**config.mk**
```make
export PLATFORM = sky130hd
export DESIGN_NAME = drain_fault_mon
export DESIGN_NICKNAME = d
export VERILOG_FILES = /design/src/rtl/dfm_pkg.sv /design/src/rtl/dfm_filter.sv /design/src/rtl/dfm_retry_ctl.sv /design/src/rtl/drain_fault_mon.sv
export SDC_FILE = /design/constraint.sdc
export NUM_CORES = 1
export LEC_CHECK = 0
export ABC_AREA = 1
export BUFFER_PORTS_ARGS = -buffer_cell sky130_fd_sc_hd__buf_2
export CAP_MARGIN = 30
export CORE_MARGIN = 2
export CORE_UTILIZATION = 53
export DETAILED_ROUTE_END_ITERATION = 6
export PLACE_DENSITY = 0.74
export SKIP_CTS_REPAIR_TIMING = 1
export SLEW_MARGIN = 20
export SYNTH_ARGS = -nofsm -noshare
export SYNTH_HDL_FRONTEND = slang
export SYNTH_SLANG_ARGS = --single-unit
```
**constraint.sdc**
```tcl
create_clock -name clk -period 1.32 [get_ports clk]
set_input_delay 0.066 -clock clk [delete_from_list [all_inputs] [get_ports clk]]
set_output_delay 0.066 -clock clk [all_outputs]
set_load 0.005 [all_outputs]
```
**src/rtl/dfm_pkg.sv**
```systemverilog
package dfm_pkg;
    typedef enum logic [1:0] {
        RS_NORMAL = 2'd0,
        RS_OFF    = 2'd1,
        RS_ON     = 2'd2
    } retry_st_e;
endpackage

```
**src/rtl/dfm_filter.sv**
```systemverilog
module dfm_filter #(
    parameter int LIMIT = 4
) (
    input  logic clk,
    input  logic rst_n,
    input  logic clr,
    input  logic level,
    output logic hit
);
    localparam int CW = $clog2(LIMIT + 1);

    typedef struct packed {
        logic [CW-1:0] cnt;
    } flt_s;

    flt_s st_d, st_q;

    always_comb begin
        st_d = st_q;
        hit  = level && !clr && (st_q.cnt == CW'(LIMIT));
        if (clr || !level) begin
            st_d.cnt = '0;
        end else if (st_q.cnt != CW'(LIMIT)) begin
            st_d.cnt = st_q.cnt + 1'b1;
        end
    end

    always_ff @(posedge clk or negedge rst_n) begin
        if (!rst_n) st_q <= '0;
        else        st_q <= st_d;
    end


    filter_reset_chk: assert property (@(posedge clk) disable iff (!rst_n)
        (clr || !level) |=> (st_q.cnt == '0));
endmodule

```
**src/rtl/dfm_retry_ctl.sv**
```systemverilog
module dfm_retry_ctl
    import dfm_pkg::*;
#(
    parameter int SHORT_FILT  = 4,
    parameter int REFRESH_OFF = 6
) (
    input  logic clk,
    input  logic rst_n,
    input  logic gate_cmd,
    input  logic short_hit,
    output logic gate_mask,
    output logic short_flt,
    output logic retry_off
);
    localparam int TMAX = (REFRESH_OFF > SHORT_FILT) ? REFRESH_OFF : SHORT_FILT;
    localparam int TW   = $clog2(TMAX + 1);

    typedef struct packed {
        retry_st_e     st;
        logic [TW-1:0] tmr;
    } rty_s;

    rty_s r_d, r_q;

    always_comb begin
        r_d = r_q;
        unique case (r_q.st)
            RS_NORMAL: begin
                if (short_hit) begin
                    r_d.st  = RS_OFF;
                    r_d.tmr = '0;
                end
            end
            RS_OFF: begin
                if (!gate_cmd) begin
                    r_d.st  = RS_NORMAL;
                    r_d.tmr = '0;
                end else if (r_q.tmr == TW'(REFRESH_OFF - 1)) begin
                    r_d.st  = RS_ON;
                    r_d.tmr = '0;
                end else begin
                    r_d.tmr = r_q.tmr + 1'b1;
                end
            end
            RS_ON: begin
                if (!gate_cmd) begin
                    r_d.st  = RS_NORMAL;
                    r_d.tmr = '0;
                end else if (short_hit) begin
                    r_d.st  = RS_OFF;
                    r_d.tmr = '0;
                end else if (r_q.tmr == TW'(SHORT_FILT)) begin
                    r_d.st  = RS_NORMAL;
                    r_d.tmr = '0;
                end else begin
                    r_d.tmr = r_q.tmr + 1'b1;
                end
            end
            default: begin
                r_d.st  = RS_NORMAL;
                r_d.tmr = '0;
            end
        endcase
    end

    always_ff @(posedge clk or negedge rst_n) begin
        if (!rst_n) r_q <= '{st: RS_NORMAL, tmr: '0};
        else        r_q <= r_d;
    end

    assign retry_off = (r_q.st == RS_OFF);
    assign gate_mask = !retry_off;
    assign short_flt = (r_q.st != RS_NORMAL);


    off_hold_chk: assert property (@(posedge clk) disable iff (!rst_n)
        (r_q.st == RS_OFF && gate_cmd && r_q.tmr != TW'(REFRESH_OFF - 1)) |=> !gate_mask);


    cmd_off_exit_chk: assert property (@(posedge clk) disable iff (!rst_n)
        (!gate_cmd && short_flt) |=> (!short_flt && gate_mask));
endmodule

```
**src/rtl/drain_fault_mon.sv**
```systemverilog
module drain_fault_mon #(
    parameter int SHORT_FILT  = 4,
    parameter int REFRESH_OFF = 6,
    parameter int OPEN_FILT   = 5
) (
    input  logic clk,
    input  logic rst_n,
    input  logic gate_cmd,
    input  logic drain_hi,
    input  logic drain_lo,
    output logic gate_mask,
    output logic short_flt,
    output logic open_flt,
    output logic fault
);
    logic short_level, short_hit, retry_off;
    logic open_level, open_hit;
    logic open_d, open_q;

    assign short_level = gate_cmd && gate_mask && drain_hi;
    assign open_level  = !gate_cmd && drain_lo;

    dfm_filter #(.LIMIT(SHORT_FILT)) u_short_filt (
        .clk   (clk),
        .rst_n (rst_n),
        .clr   (retry_off),
        .level (short_level),
        .hit   (short_hit)
    );

    dfm_filter #(.LIMIT(OPEN_FILT)) u_open_filt (
        .clk   (clk),
        .rst_n (rst_n),
        .clr   (1'b0),
        .level (open_level),
        .hit   (open_hit)
    );

    dfm_retry_ctl #(
        .SHORT_FILT  (SHORT_FILT),
        .REFRESH_OFF (REFRESH_OFF)
    ) u_retry (
        .clk       (clk),
        .rst_n     (rst_n),
        .gate_cmd  (gate_cmd),
        .short_hit (short_hit),
        .gate_mask (gate_mask),
        .short_flt (short_flt),
        .retry_off (retry_off)
    );

    always_comb begin
        open_d = open_q ? open_level : open_hit;
    end

    always_ff @(posedge clk or negedge rst_n) begin
        if (!rst_n) open_q <= 1'b0;
        else        open_q <= open_d;
    end

    assign open_flt = open_q;
    assign fault    = short_flt || open_q;


    short_gated_chk: assert property (@(posedge clk) disable iff (!rst_n)
        $rose(short_flt) |-> $past(gate_cmd && drain_hi));


    open_on_block_chk: assert property (@(posedge clk) disable iff (!rst_n)
        gate_cmd |=> !open_flt);
endmodule

```
== After elaboration in Yosys (flattened, before gate mapping) ==
Index checks and enable logic that the tools add are counted.

* Register bits: 12
* Output and inout port bits: 4
* Word-level logic and storage cells: 49
* Bits of input ports: 5

* Add/sub/neg operators: 3
* Reduce and logical (&&, ||, !) cells: 15
* Equality and inequality tests: 12
* Muxes and demuxes: 14

{| class="wikitable"
|+ Operators by type and width
! operator !! count
|-
| 5-bit 2-to-1 mux || 4
|-
| 3-bit 2-to-1 mux || 6
|-
| 5-bit case mux with 3 select lines || 1
|-
| 3-bit == test (second input constant) || 4
|-
| 3-bit by 1-bit adder with 3-bit output (second input constant) || 3
|-
| 3-bit inequality test (second input constant) || 3
|-
| 1-bit logical AND || 6
|-
| 2-bit 2-to-1 mux || 2
|-
| 4-bit by 3-bit inequality test with 1-bit output (second input constant) || 1
|-
| 2-bit nonzero test || 2
|-
| 1-bit zero test || 3
|-
| 3-bit AND reduction || 1
|-
| 2-bit by 1-bit == test with 1-bit output (second input constant) || 1
|-
| 2-bit == test (second input constant) || 1
|-
| 2-bit zero test || 1
|-
| 1-bit logical OR || 2
|-
| 2-bit by 1-bit inequality test with 1-bit output (second input constant) || 1
|-
| 2-bit inequality test (second input constant) || 1
|-
| 1-bit 2-to-1 mux || 1
|}

== Logic depth before layout (Yosys ltp) ==
Gate-level depths: netlist (run 1).

* Depth in word-level cells: 9
* Gate-level depth with buffers: 9
* Depth with buffers taken out: 9

== Cells and area by module ==
A second synthesis (run 1) with hierarchy kept.

* Cells, all modules: 115
* Area total of the unflattened synthesis: 797.0 um^2

{| class="wikitable"
|+ Modules (own cells, without submodules)
! module !! sequential area each (um^2) !! area an instance (um^2) !! cells an instance !! times used
|-
| dfm_retry_ctl || 125.1 || 335.3 || 48 || 1
|-
| dfm_filter at u_short_filt || 75.1 || 197.7 || 28 || 1
|-
| dfm_filter at u_open_filt || 75.1 || 190.2 || 26 || 1
|-
| drain_fault_mon || 25.0 || 73.8 || 13 || 1
|}

== Worst setup path after synthesis (run 1) ==
Ideal clock, no wire load.

* Path type: register -> register
* Start: register u_short_filt.st_q[0] (netlist name)
* End: register u_retry.r_q[0] (netlist name)
* Arrival: 1.071 ns
* Period minus slack after synthesis: 1.189 ns
* Buffers on the path: 0
* Library setup time: 0.117 ns
* Required time: 1.203 ns
* Stages on the path, launching flop included: 10
* Slack: 0.131 ns
* Path through: dfrtp_1 inv_1 ha_1 nand2_1 inv_1 nand3_4 nand2_2 nand2_2 nand3_1 nand2_1

* Cells in the longest elaborated chain, start to end: 5
* Elaborated cells on any way between the ends: 6
* Classes of those cells: eq/ne: 2; mux: 3; reduce/logical: 1

{| class="wikitable"
|+ RTL lines
! item !! RTL line !! text
|-
| from (decl) || dfm_filter.sv:16 || <nowiki>flt_s st_d, st_q;</nowiki>
|-
| from (signal assigned) || dfm_filter.sv:30 || <nowiki>else st_q <= st_d;</nowiki>
|-
| 3-bit == test (*) || dfm_filter.sv:20 || <nowiki>hit = level && !clr && (st_q.cnt == CW'(LIMIT));</nowiki>
|-
| 1-bit logical AND (*) || dfm_filter.sv:20 ||
|-
| 5-bit 2-to-1 mux || dfm_retry_ctl.sv:49 || <nowiki>end else if (short_hit) begin</nowiki>
|-
| 5-bit 2-to-1 mux || dfm_retry_ctl.sv:46 || <nowiki>if (!gate_cmd) begin</nowiki>
|-
| 5-bit case mux with 3 select lines || dfm_retry_ctl.sv:27 || <nowiki>unique case (r_q.st)</nowiki>
|-
| to (signal assigned) || dfm_retry_ctl.sv:67 || <nowiki>if (!rst_n) r_q <= '{st: RS_NORMAL, tmr: '0};</nowiki>
|-
| to (signal assigned) || dfm_retry_ctl.sv:68 || <nowiki>else r_q <= r_d;</nowiki>
|-
| to (decl) || dfm_retry_ctl.sv:23 || <nowiki>rty_s r_d, r_q;</nowiki>
|}

Every way passes the cells marked *; elsewhere a longest branch is shown, timed or not.
A chain may end at the register's enable or synchronous reset.

== Final worst setup path (run 1) ==
* Start: register u_retry.r_q[3] (netlist name)
* End: output fault

* Cells in the longest elaborated chain, start to end: 2

{| class="wikitable"
|+ RTL lines
! item !! RTL line !! text
|-
| 2-bit nonzero test || dfm_retry_ctl.sv:73 || <nowiki>assign short_flt = (r_q.st != RS_NORMAL);</nowiki>
|-
| 1-bit logical OR || drain_fault_mon.sv:62 || <nowiki>assign fault = short_flt || open_q;</nowiki>
|-
| to (decl) || drain_fault_mon.sv:14 || <nowiki>output logic fault</nowiki>
|}

No other way between the ends.

==> key figures, run 1 <==
Power
  • Max IR drop VDD: 0.493 mV
  • Lkg Pwr: 0.516 nW
  • Power density over the cells: 735 nW/µm²
  • Total Power: 0.658 mW

Global route
  • Vias in the first global route: 505
  • Pin count of the biggest net entering global routing: 13
  • Global route overflow: 0
  • First-pass GRT wire length: 2.03 mm
  • Antenna violations before repair: 0
  • GRT Overall Usage: 19.0%

Place
  • Routability cong.: roughly 0.77
  • Post-DP HPWL: 955 µm
  • PortBufs: 8

Run status
  • Status: finished, final reports clean

Yosys
  • Unique masters post-synth: 19
  • Synth Cell Area: 732 µm²
  • Number of synthesized flops with an enable pin: 0
  • Synthesized net count: 103
  • Async S/R FF share, synth: 100%
  • Yosys top cell area share: 41.0%
  • Top cells by area, synth: dfrtp_1 (41%), ha_1 (12%), inv_1 (9.2%)
  • Top post-synthesis cells by count: inv_1 (18), nand2_1 (16), dfrtp_1 (12), nand3_1 (8)
  • Sequential share of the synthesized area: 41.0%
  • Warnings from Yosys: 0
  • Post-synth top flop: dfrtp_1
  • Synthesized area per cell: 8.04 µm²
  • Flops & latches, synth: 12
  • Most area-hungry cell type in the Yosys netlist: dfrtp_1
  • Cell count after synthesis: 91
  • Cell with the most instances after synthesis: inv_1

Detailed routing
  • Detailed Routing Iterations Pass 1: 2
  • ANT nets after route: 0
  • DR vias: 612
  • Drc violations: 0
  • Wire length per cell: about 12 µm
  • Via density: 4.98
  • WL final: 1.49 mm
  • DRC violation total after the first TritonRoute iteration: 6

Die
  • Area of the die: 1690 µm²
  • Core Rows: 13
  • Initial cell density of the core: 56.3%
  • IO Count: 9
  • Die Wd: just over 40 µm
  • Die H: 41.2 µm
  • Core Area: 1300 µm²

Final layout
  • Antenna cell count: 0
  • Nets@finish: 122
  • Area Overhead vs Synth: 22.4%
  • Util after Layout: 68.8%
  • Share of cells above drive strength 1: a little under 30%

Min path
  • Hold_sp: gate_cmd
  • Worst hold path type: primary input to flip-flop
  • Hold depth: 3

Clock tree
  • Clk_lat worst skew: 270 ps
  • CTS tree: yes
  • Root buffer cell: clkbuf_4
  • Total CTS buffers: 3
  • Clock slew at the register clock pins of the worst setup and hold paths: about 70 ps
  • CTS max path bufs: 2
  • H-tree Lvls: 1
  • Clock Sinks: 12

STA
  • Setup_tns: 0 ps
  • Slew @ Worst Pin: around 290 ps
  • Slew Limit Headroom: 80.4%
  • Final Cycle Share: 98.4%
  • Worst Skew: 5.49 ps
  • Fmax: around 0.77 GHz
  • Final setup violation count: 0
  • Final hold viol count: 0
  • Pins Over Slew Limit: 0
  • Tmin final: roughly 1300 ps

Critical path
  • Worst path required time: 1250 ps
  • WS Path Type: flip-flop to primary output
  • Crit. End Element: primary output
  • Critical path startpoint: u_retry.r_q[3]
  • Critical path arrival: 1230 ps
  • Setup crit start kind: flip-flop
  • Worst-case reg-to-reg path depth: 9
  • Worst R2R Start: u_short_filt.st_q[0]
  • Worst-path fanout max: 5

Flow run
  • Max cap viols: 0
## metal layers
| metal | vias to the layer above | share of wire, % | track usage, % |
|---|---|---|---|
| li1 | 322 | - | - |
| met1 | 279 | 49 | 26.5 |
| met2 | 11 | 47 | 27.0 |
| met3 | 0 | 3.7 | 4.89 |
| met4 | 0 | 0 | 9.68 |
| met5 | - | 0 | 0 |
## report_power, final
group	internal (mW)	switching, mW
registers	0.373	0.00497
clock network	0.105	0.116
logic	0.0252	0.0330
## metrics by stage
step	std cells	hold slack [ps]	cell area (µm²)	setup WS [ps]
final	123	148	896	21.5
after global routing	123	160	896	-24.9
after detailed placement	115	-37.0	798	7.68
after global placement	115	-37.6	798	69.3
after CTS	118	-327	821	-5.13
after floorplan	91	-230	732	131
## final timing paths
kind / to / slack (ps)
min in group asynchronous: u_open_filt.st_q[2] / 210
min: u_retry.r_q[2] / 150
max: fault / 20
min reg2reg: open_flt / 510
max reg2reg: u_retry.r_q[2] / 30
max in group asynchronous: u_retry.r_q[4] / 880
## registers in the layout (all words and copies together) (netlist names)
name	count
u_short_filt.st_q	3
open_flt	1
u_retry.r_q	5
u_open_filt.st_q	3
## logic make-up (layout without fill, tap and decap cells)
| family | count (synthesis) | count (layout) | synth area share [%] |
|---|---|---|---|
| and+or+nand+nor | 42 | 42 | 29.1 |
| buffers and inverters | 20 | 37 | 10.4 |
| DFF | 12 | 12 | 41.0 |
| AOI/OAI and AO/OA | 9 | 9 | 6.32 |
| adders and majority gates | 7 | 7 | 12.0 |
| xor gates and xnor gates | 1 | 1 | 1.20 |
## layout by cell type, fill, tap and decap left out, drive strengths merged, types with 2 or more instances in the layout
cell type | netlist | layout
o21ai | 7 | 7
nor2 | 8 | 8
dfrtp | 12 | 12
nand3 | 9 | 9
buf | 0 | 13
ha | 7 | 7
nand4 | 2 | 2
nand2 | 21 | 21
clkbuf | 0 | 3
inv | 19 | 19
## cell type report
cell class                      instances  area [µm²]
Clock buffer                            3        22.5
Fill cell                             111         405
Inverter                               20        81.3
Multi-Input combinational cell         59         385
Sequential cell                        12         300
Tap cell                               15        18.8
Timing Repair Buffer                   14        87.6
## critical path, cell delays in order (launching register included)
cell     delay, ps
dfrtp_1        440
nor2_2         140
inv_1           60
or2_1          200
buf_2          120
No activity file was read; power rests on OpenSTA's default activity.
==> run 2, diff against run 1 <==
--- a/config.mk
+++ b/config.mk
@@ -5,13 +5,12 @@
 export SDC_FILE = /design/constraint.sdc
 export NUM_CORES = 1
 export LEC_CHECK = 0
-export ABC_AREA = 1
 export BUFFER_PORTS_ARGS = -buffer_cell sky130_fd_sc_hd__buf_2
 export CAP_MARGIN = 30
-export CORE_MARGIN = 2
-export CORE_UTILIZATION = 53
+export CORE_AREA = 2 2 39 41
 export DETAILED_ROUTE_END_ITERATION = 6
-export PLACE_DENSITY = 0.74
+export DIE_AREA = 0 0 41 43
+export PLACE_DENSITY = 0.69
 export SKIP_CTS_REPAIR_TIMING = 1
 export SLEW_MARGIN = 20
 export SYNTH_ARGS = -nofsm -noshare
==> run 2 against run 1 <==
The run now ends with setup timing left. Global-route usage decreased by 1.5 points. Critical path depth grew 2. Utilization is 9.0 points lower. Clock skew shrank 2.9 ps. Clock-buffer cell count up 1. Critical endpoint is now u_retry.r_q[2]. Largest cell class unchanged. Largest power group unchanged.
==> key figures, run 2 <==
Yosys
  • Flops & latches, synth: 12 (unchanged)
  • Yosys top cell area share: 46.2% (+5.2 points)
  • Cell with the most instances after synthesis: dfrtp_1
  • Cell count after synthesis: 68 (-25%)
  • Number of synthesized flops with an enable pin: 0 (unchanged)
  • Synthesized area per cell: 9.55 µm² (+19%)
  • Synthesized net count: 80 (-22%)
  • Async S/R FF share, synth: 100% (unchanged)
  • Synth Cell Area: 649 µm² (-11%)
  • Unique masters post-synth: 21 (+2)
  • Post-synth top flop: dfrtp_1
  • Most area-hungry cell type in the Yosys netlist: dfrtp_1
  • Sequential share of the synthesized area: 46.2% (+5.2 points)
  • Warnings from Yosys: 0 (unchanged)
  • Top cells by area, synth: dfrtp_1 (46%), ha_1 (13%), nand2_1 (5.8%)
  • Top post-synthesis cells by count: dfrtp_1 (12), nand2_1 (10), nor2_1 (9), ha_1 (7), inv_1 (6)

STA
  • Fmax: 0.691 GHz (-10%)
  • Hold_ws: 89.0 ps (-59.3 ps)
  • Tmin final: 1450 ps (+149 ps)
  • Final worst setup slack: -127 ps (-149 ps)
  • RSZ-0062 raised after global routing: yes
  • Slew Limit Headroom: 82.2% (+1.8 points)
  • Slew @ Worst Pin: 267 ps (-27.4 ps)
  • Worst Skew: 2.63 ps (-2.86 ps)
  • Setup_tns: -328 ps (-328 ps)
  • Pins Over Slew Limit: 0 (unchanged)
  • Final hold viol count: 0 (unchanged)
  • Final setup violation count: 3 (+3)
  • Final Cycle Share: 110% (+11 points)

Critical path
  • Worst Path Buf+Inv: 1 (-1)
  • WS Path Type: flip-flop to flip-flop
  • Setup crit start kind: flip-flop
  • Family with the most delay on the worst path: compound AO/OA/AOI/OAI gates
  • Crit. End Element: flip-flop
  • Crit-path cells: inv_1, ha_2, and4_4, a2111o_1, nand2_2, a221o_1
  • Worst-path fanout max: 3 (-2)
  • Slowest-stage cell, CP: dfrtp_1
  • Critical path arrival: 1610 ps (+380 ps)
  • Max incr delay on CP: 390 ps (-50 ps)
  • Critical path startpoint: u_short_filt.st_q[1]
  • Worst R2R Start: u_short_filt.st_q[1]
  • Worst path required time: 1480 ps (+230 ps)

Clock tree
  • Root buffer cell: clkbuf_4
  • Clock Sinks: 12 (unchanged)
  • Total CTS buffers: 3 (unchanged)
  • CTS tree: yes
  • Clock slew at the register clock pins of the worst setup and hold paths: 80 ps (about the same)
  • Clk_lat worst skew: 270 ps (about the same)
  • H-tree Lvls: 1 (unchanged)
  • CTS max path bufs: 2 (unchanged)

Die
  • IO Count: 9 (unchanged)
  • Die H: 43 µm (+4.5%)
  • Die Wd: 41 µm (-0.39%)
  • Area of the die: 1760 µm² (+4.1%)
  • Initial cell density of the core: 46.9% (-9.3 points)
  • Core Rows: 14 (+1)
  • Core Area: 1380 µm² (+6.3%)

Final layout
  • Commonest non-fill, non-tap cells in the layout: dfrtp_1 (12), nor2_1 (9), nand2_1 (9), buf_4 (9), buf_2 (8)
  • Nets@finish: 103 (-16%)
  • Largest regs: u_retry.r_q (5), u_open_filt.st_q (3), u_short_filt.st_q (3)
  • Max reg flops: 5 (unchanged)
  • Antenna cell count: 0 (unchanged)
  • Non-Filler Instances: 106 (-14%)
  • Most common cell after layout, fill and taps aside: dfrtp_1
  • Share of cells above drive strength 1: 28.9% (-0.74 points)
  • Area Overhead vs Synth: 27.6%
  • Largest Register: u_retry.r_q
  • Cell area after layout: 828 µm² (-7.5%)

Global route
  • Antenna violations before repair: 0 (unchanged)
  • Met3 Track Usage GR: 3.14% (-1.7 points)
  • Met1 Use GR: 25.3% (-1.3 points)
  • Vias in the first global route: 464 (-8.1%)
  • Pin count of the biggest net entering global routing: 13 (unchanged)
  • Global route overflow: 0 (unchanged)
  • Met2 Track Usage GR: 21.9% (-5.1 points)
  • GRT Overall Usage: 17.5% (-1.5 points)
  • First-pass GRT wire length: 1.97 mm (-2.7%)
  • GR peak layer: met1

Power
  • Max IR drop VDD: 0.511 mV (+3.7%)
  • Lkg Pwr: 0.424 nW (-18%)
  • Power density over the cells: 893 nW/µm² (+22%)

Detailed routing
  • DR vias: 523 (-15%)
  • Wire length per cell: 11.1 µm (-8.0%)
  • Via density: 4.93 (-0.84%)
  • Drc violations: 0 (unchanged)
  • DRC violation total after the first TritonRoute iteration: 6 (unchanged)
  • ANT nets after route: 0 (unchanged)
  • Detailed Routing Iterations Pass 1: 4 (+2)
  • WL final: 1.18 mm (-21%)

Run status
  • Status: finished with violations
  • Failing checks: setup timing

Min path
  • Hold_sp: gate_cmd
  • Worst hold path type: primary input to flip-flop

Place
  • Routability cong.: 0.761 (-1.6%)
  • Placed instance count: 98 (-15%)
  • Placed cell area: 757 µm² (-5.2%)
  • PortBufs: 8 (unchanged)
  • Post-DP HPWL: 924 µm (-3.2%)

Flow run
  • Max cap viols: 0 (unchanged)
run 2: cell count changes after synthesis, moves of 4 or more:
cell and change:
nand3_1 -5, inv_1 -12, nand2_2 -4, nand2_1 -6, o21ai_0 -6
run 2: routing by layer:
layer	share of wire [%]	up-vias
met5	0	-
met4	2.5	0
met3	4.2	4
met2	41	10
met1	53	239
li1	-	270
run 2: worst reg2reg max path, stage by stage (launching register included):
cell,delay (ps)
dfrtp_1,390
inv_1,60
ha_2,170
and4_4,210
a2111o_1,140
nand2_2,70
a221o_1,300
run 2: path summary, 6_finish.rpt:
kind                                            end  slack, ps  depth (start not counted)
worst max-delay path                 u_retry.r_q[2]       -130                          6
worst min-delay path                 u_retry.r_q[4]         90                          3
worst max register to register       u_retry.r_q[2]       -130                          6
worst min register to register             open_flt        530                          2
max in group asynchronous       u_open_filt.st_q[1]        920                          2
min in group asynchronous            u_retry.r_q[4]        190                          2
run 2: cell type report:
cell class                 count  area, µm²
sequential                    12        300
tap                           16       20.0
timing repair buffer          18        118
multi-input combinational     50        332
clock buffer                   4       36.3
fill                         121        556
inverter                       6       22.5
run 2: kinds of logic (layout without fill, tap and decap cells):
| family | Yosys count | in the layout | synth area share, % |
|---|---|---|---|
| compound gates | 8 | 8 | 8.86 |
| buf+inv | 6 | 28 | 3.47 |
| mux | 1 | 1 | 1.73 |
| xor+xnor | 2 | 2 | 2.70 |
| flops | 12 | 12 | 46.2 |
| simple gates | 32 | 32 | 23.5 |
| fa+ha+maj | 7 | 7 | 13.5 |
run 2: power by group:
part	leakage [nW]	internal, mW	total, mW	switching, mW
Sequential	0.165	0.375	0.380	0.00587
Clock	0.0210	0.168	0.293	0.125
Combinational	0.238	0.0343	0.0664	0.0321
run 2: stage by stage:
step | setup WS [ps] | utilization (%) | power, mW
after global placement | -81.8 | 54.7 | 0.443
after global routing | -183 | 59.9 | 0.783
after detailed placement | -126 | 54.7 | 0.446
after CTS | -134 | 57.3 | 0.744
final | -127 | 59.9 | 0.739
after floorplan | -111 | - | 0.413
==> run 3, diff against run 2 <==
--- a/config.mk
+++ b/config.mk
@@ -8,6 +8,7 @@
 export BUFFER_PORTS_ARGS = -buffer_cell sky130_fd_sc_hd__buf_2
 export CAP_MARGIN = 30
 export CORE_AREA = 2 2 39 41
+export CTS_BUF_LIST = sky130_fd_sc_hd__clkbuf_4 sky130_fd_sc_hd__clkbuf_8
 export DETAILED_ROUTE_END_ITERATION = 6
 export DIE_AREA = 0 0 41 43
 export PLACE_DENSITY = 0.69
==> constraint.sdc (replaced) <==
create_clock -name clk -period 1.58 [get_ports clk]
set_input_delay 0.079 -clock clk [delete_from_list [all_inputs] [get_ports clk]]
set_output_delay 0.079 -clock clk [all_outputs]
set_load 0.005 [all_outputs]
==> run 3 against run 2 <==
The run now ends clean. Total power shrank 17%. Cell count shrank 5.7%. Clock-buffer cell count is the same. Global-route usage shrank 1.2 points. Worst hold slack gained 6.5 ps. Critical path depth is the same. Setup slack gained 210 ps. Fmax shrank 3.6%. Critical endpoint unchanged. Largest cell class unchanged.
==> key figures, run 3 (synthesis results as in run 2) <==
STA
  • Slew @ Worst Pin: 275 ps (+7.59 ps)
  • Final setup violation count: 0 (-3)
  • RSZ-0062 raised after global routing: no
  • Slew Limit Headroom: 81.7% (-0.51 points)
  • Setup_tns: 0 ps (+328 ps)
  • Pins Over Slew Limit: 0 (unchanged)
  • Worst Skew: 4.94 ps (+2.31 ps)
  • Final Cycle Share: 95.1% (-15 points)
  • Tmin final: 1500 ps (+54.7 ps)
  • Final worst setup slack: 78.0 ps (+205 ps)
  • Fmax: 0.666 GHz (-3.6%)
  • Final hold viol count: 0 (unchanged)

Power
  • Power density over the cells: 779 nW/µm² (-13%)
  • Max IR drop VDD: 0.354 mV (-31%)
  • Total Power: 0.610 mW (-17%)
  • Lkg Pwr: 0.393 nW (-7.4%)

Detailed routing
  • Detailed Routing Iterations Pass 1: 3 (-1)
  • Drc violations: 0 (unchanged)
  • DRC violation total after the first TritonRoute iteration: 5 (-1)
  • WL final: 1.17 mm (-0.42%)
  • Via density: 5.06 (+2.6%)
  • DR vias: 506 (-3.3%)
  • Wire length per cell: 11.7 µm (+5.6%)
  • ANT nets after route: 0 (unchanged)

Clock tree
  • Clk_lat worst skew: 270 ps (about the same)
  • Clock slew at the register clock pins of the worst setup and hold paths: 80 ps (about the same)
  • Total CTS buffers: 3 (unchanged)
  • CTS max path bufs: 2 (unchanged)
  • Clock Sinks: 12 (unchanged)
  • Root buffer cell: clkbuf_4
  • CTS tree: yes
  • H-tree Lvls: 1 (unchanged)

Final layout
  • Fill cell count: 124 (+2.5%)
  • Commonest non-fill, non-tap cells in the layout: dfrtp_1 (12), nor2_1 (9), nand2_1 (9)
  • Most common cell after layout, fill and taps aside: dfrtp_1
  • Area Overhead vs Synth: 20.6%
  • Largest regs: u_retry.r_q (5), u_open_filt.st_q (3), u_short_filt.st_q (3)
  • Largest Register: u_retry.r_q
  • Nets@finish: 97 (-5.8%)
  • Share of cells above drive strength 1: 23.8% (-5.1 points)
  • Antenna cell count: 0 (unchanged)
  • Max reg flops: 5 (unchanged)

Place
  • Post-DP HPWL: 865 µm (-6.4%)
  • PortBufs: 8 (unchanged)
  • Post-Place Setup Slack: 21.6 ps (+148 ps)
  • Routability cong.: 0.755 (-0.79%)

Critical path
  • Setup crit end: u_retry.r_q[2]
  • Worst-case reg-to-reg path depth: 6 (unchanged)
  • WS Path Type: flip-flop to flip-flop
  • Setup crit start kind: flip-flop
  • Worst R2R Start: u_short_filt.st_q[1]
  • Reg2reg end: u_retry.r_q[2]
  • Critical path arrival: 1670 ps (+60 ps)
  • Worst-path fanout max: 3 (unchanged)
  • Critical path startpoint: u_short_filt.st_q[1]
  • R2R Setup Slk: 80 ps (+210 ps)
  • Worst path required time: 1740 ps (+260 ps)
  • Crit. End Element: flip-flop

Die
  • Area of the die: 1760 µm² (unchanged)
  • Die H: 43 µm (unchanged)
  • Core Rows: 14 (unchanged)
  • Die Wd: 41 µm (unchanged)
  • Initial cell density of the core: 46.9% (unchanged)
  • IO Count: 9 (unchanged)
  • Core Area: 1380 µm² (unchanged)

Flow run
  • Max cap viols: 0 (unchanged)

Global route
  • Antenna violations before repair: 0 (unchanged)
  • Global route overflow: 0 (unchanged)
  • First-pass GRT wire length: 1.87 mm (-5.3%)
  • Vias in the first global route: 467 (+0.65%)
  • GRT Overall Usage: 16.3% (-1.2 points)
  • Pin count of the biggest net entering global routing: 13 (unchanged)

Min path
  • Hold depth: 3 (unchanged)
  • Worst hold path type: primary input to flip-flop

Run status
  • Status: finished, final reports clean
[run 3: changes by cell type in the layout (fill, tap and decap cells not counted), sizes merged]
cell  delta
buf      -6
[run 3: worst min path at each step]
stage,start,end
global placement,rst_n,u_open_filt.st_q[2]
detailed placement,rst_n,u_open_filt.st_q[2]
finish,gate_cmd,u_retry.r_q[4]
floorplan,rst_n,open_flt
global route,gate_cmd,u_retry.r_q[4]
CTS,rst_n,u_retry.r_q[4]
[run 3: routing by layer]
layer	global-route usage [%]	vias to the layer above	share of wire (%)
li1	-	260	-
met1	20.0	236	48
met2	23.1	8	46
met3	6.28	2	4.5
met4	10.0	0	1.1
met5	0	-	0
[run 3: final cells by class]
class | count | area (µm²) | share of cell area, %
inverter | 6 | 22.5 | 2.88
timing repair buffer | 12 | 72.6 | 9.27
multi-input combinational | 50 | 332 | 42.3
clock buffer | 4 | 36.3 | 4.63
tap | 16 | 20.0 | 2.56
sequential | 12 | 300 | 38.3
[run 3: power breakdown]
| group | switching (mW) | leakage (nW) | internal, mW |
|---|---|---|---|
| logic | 0.0241 | 0.206 | 0.0213 |
| registers | 0.00534 | 0.165 | 0.313 |
| clock network | 0.107 | 0.0210 | 0.140 |
[run 3: critical path, stage by stage, from the launching register on]
cell and delay (ps):
dfrtp_1 400, inv_1 70, ha_2 170, and4_4 220, a2111o_1 150, nand2_2 80
a221o_1 310
[run 3: through the flow]
stage	cell area [µm²]	utilization [%]	hold WS, ps	instances
5_1_grt	783	56.6	102	100
6_report	783	56.6	95.6	100
3_5_place_dp	724	52.4	-28.4	94
2_1_floorplan	649	-	-217	68
3_3_place_gp	724	52.4	-29.9	94
4_1_cts	761	55.0	-325	98
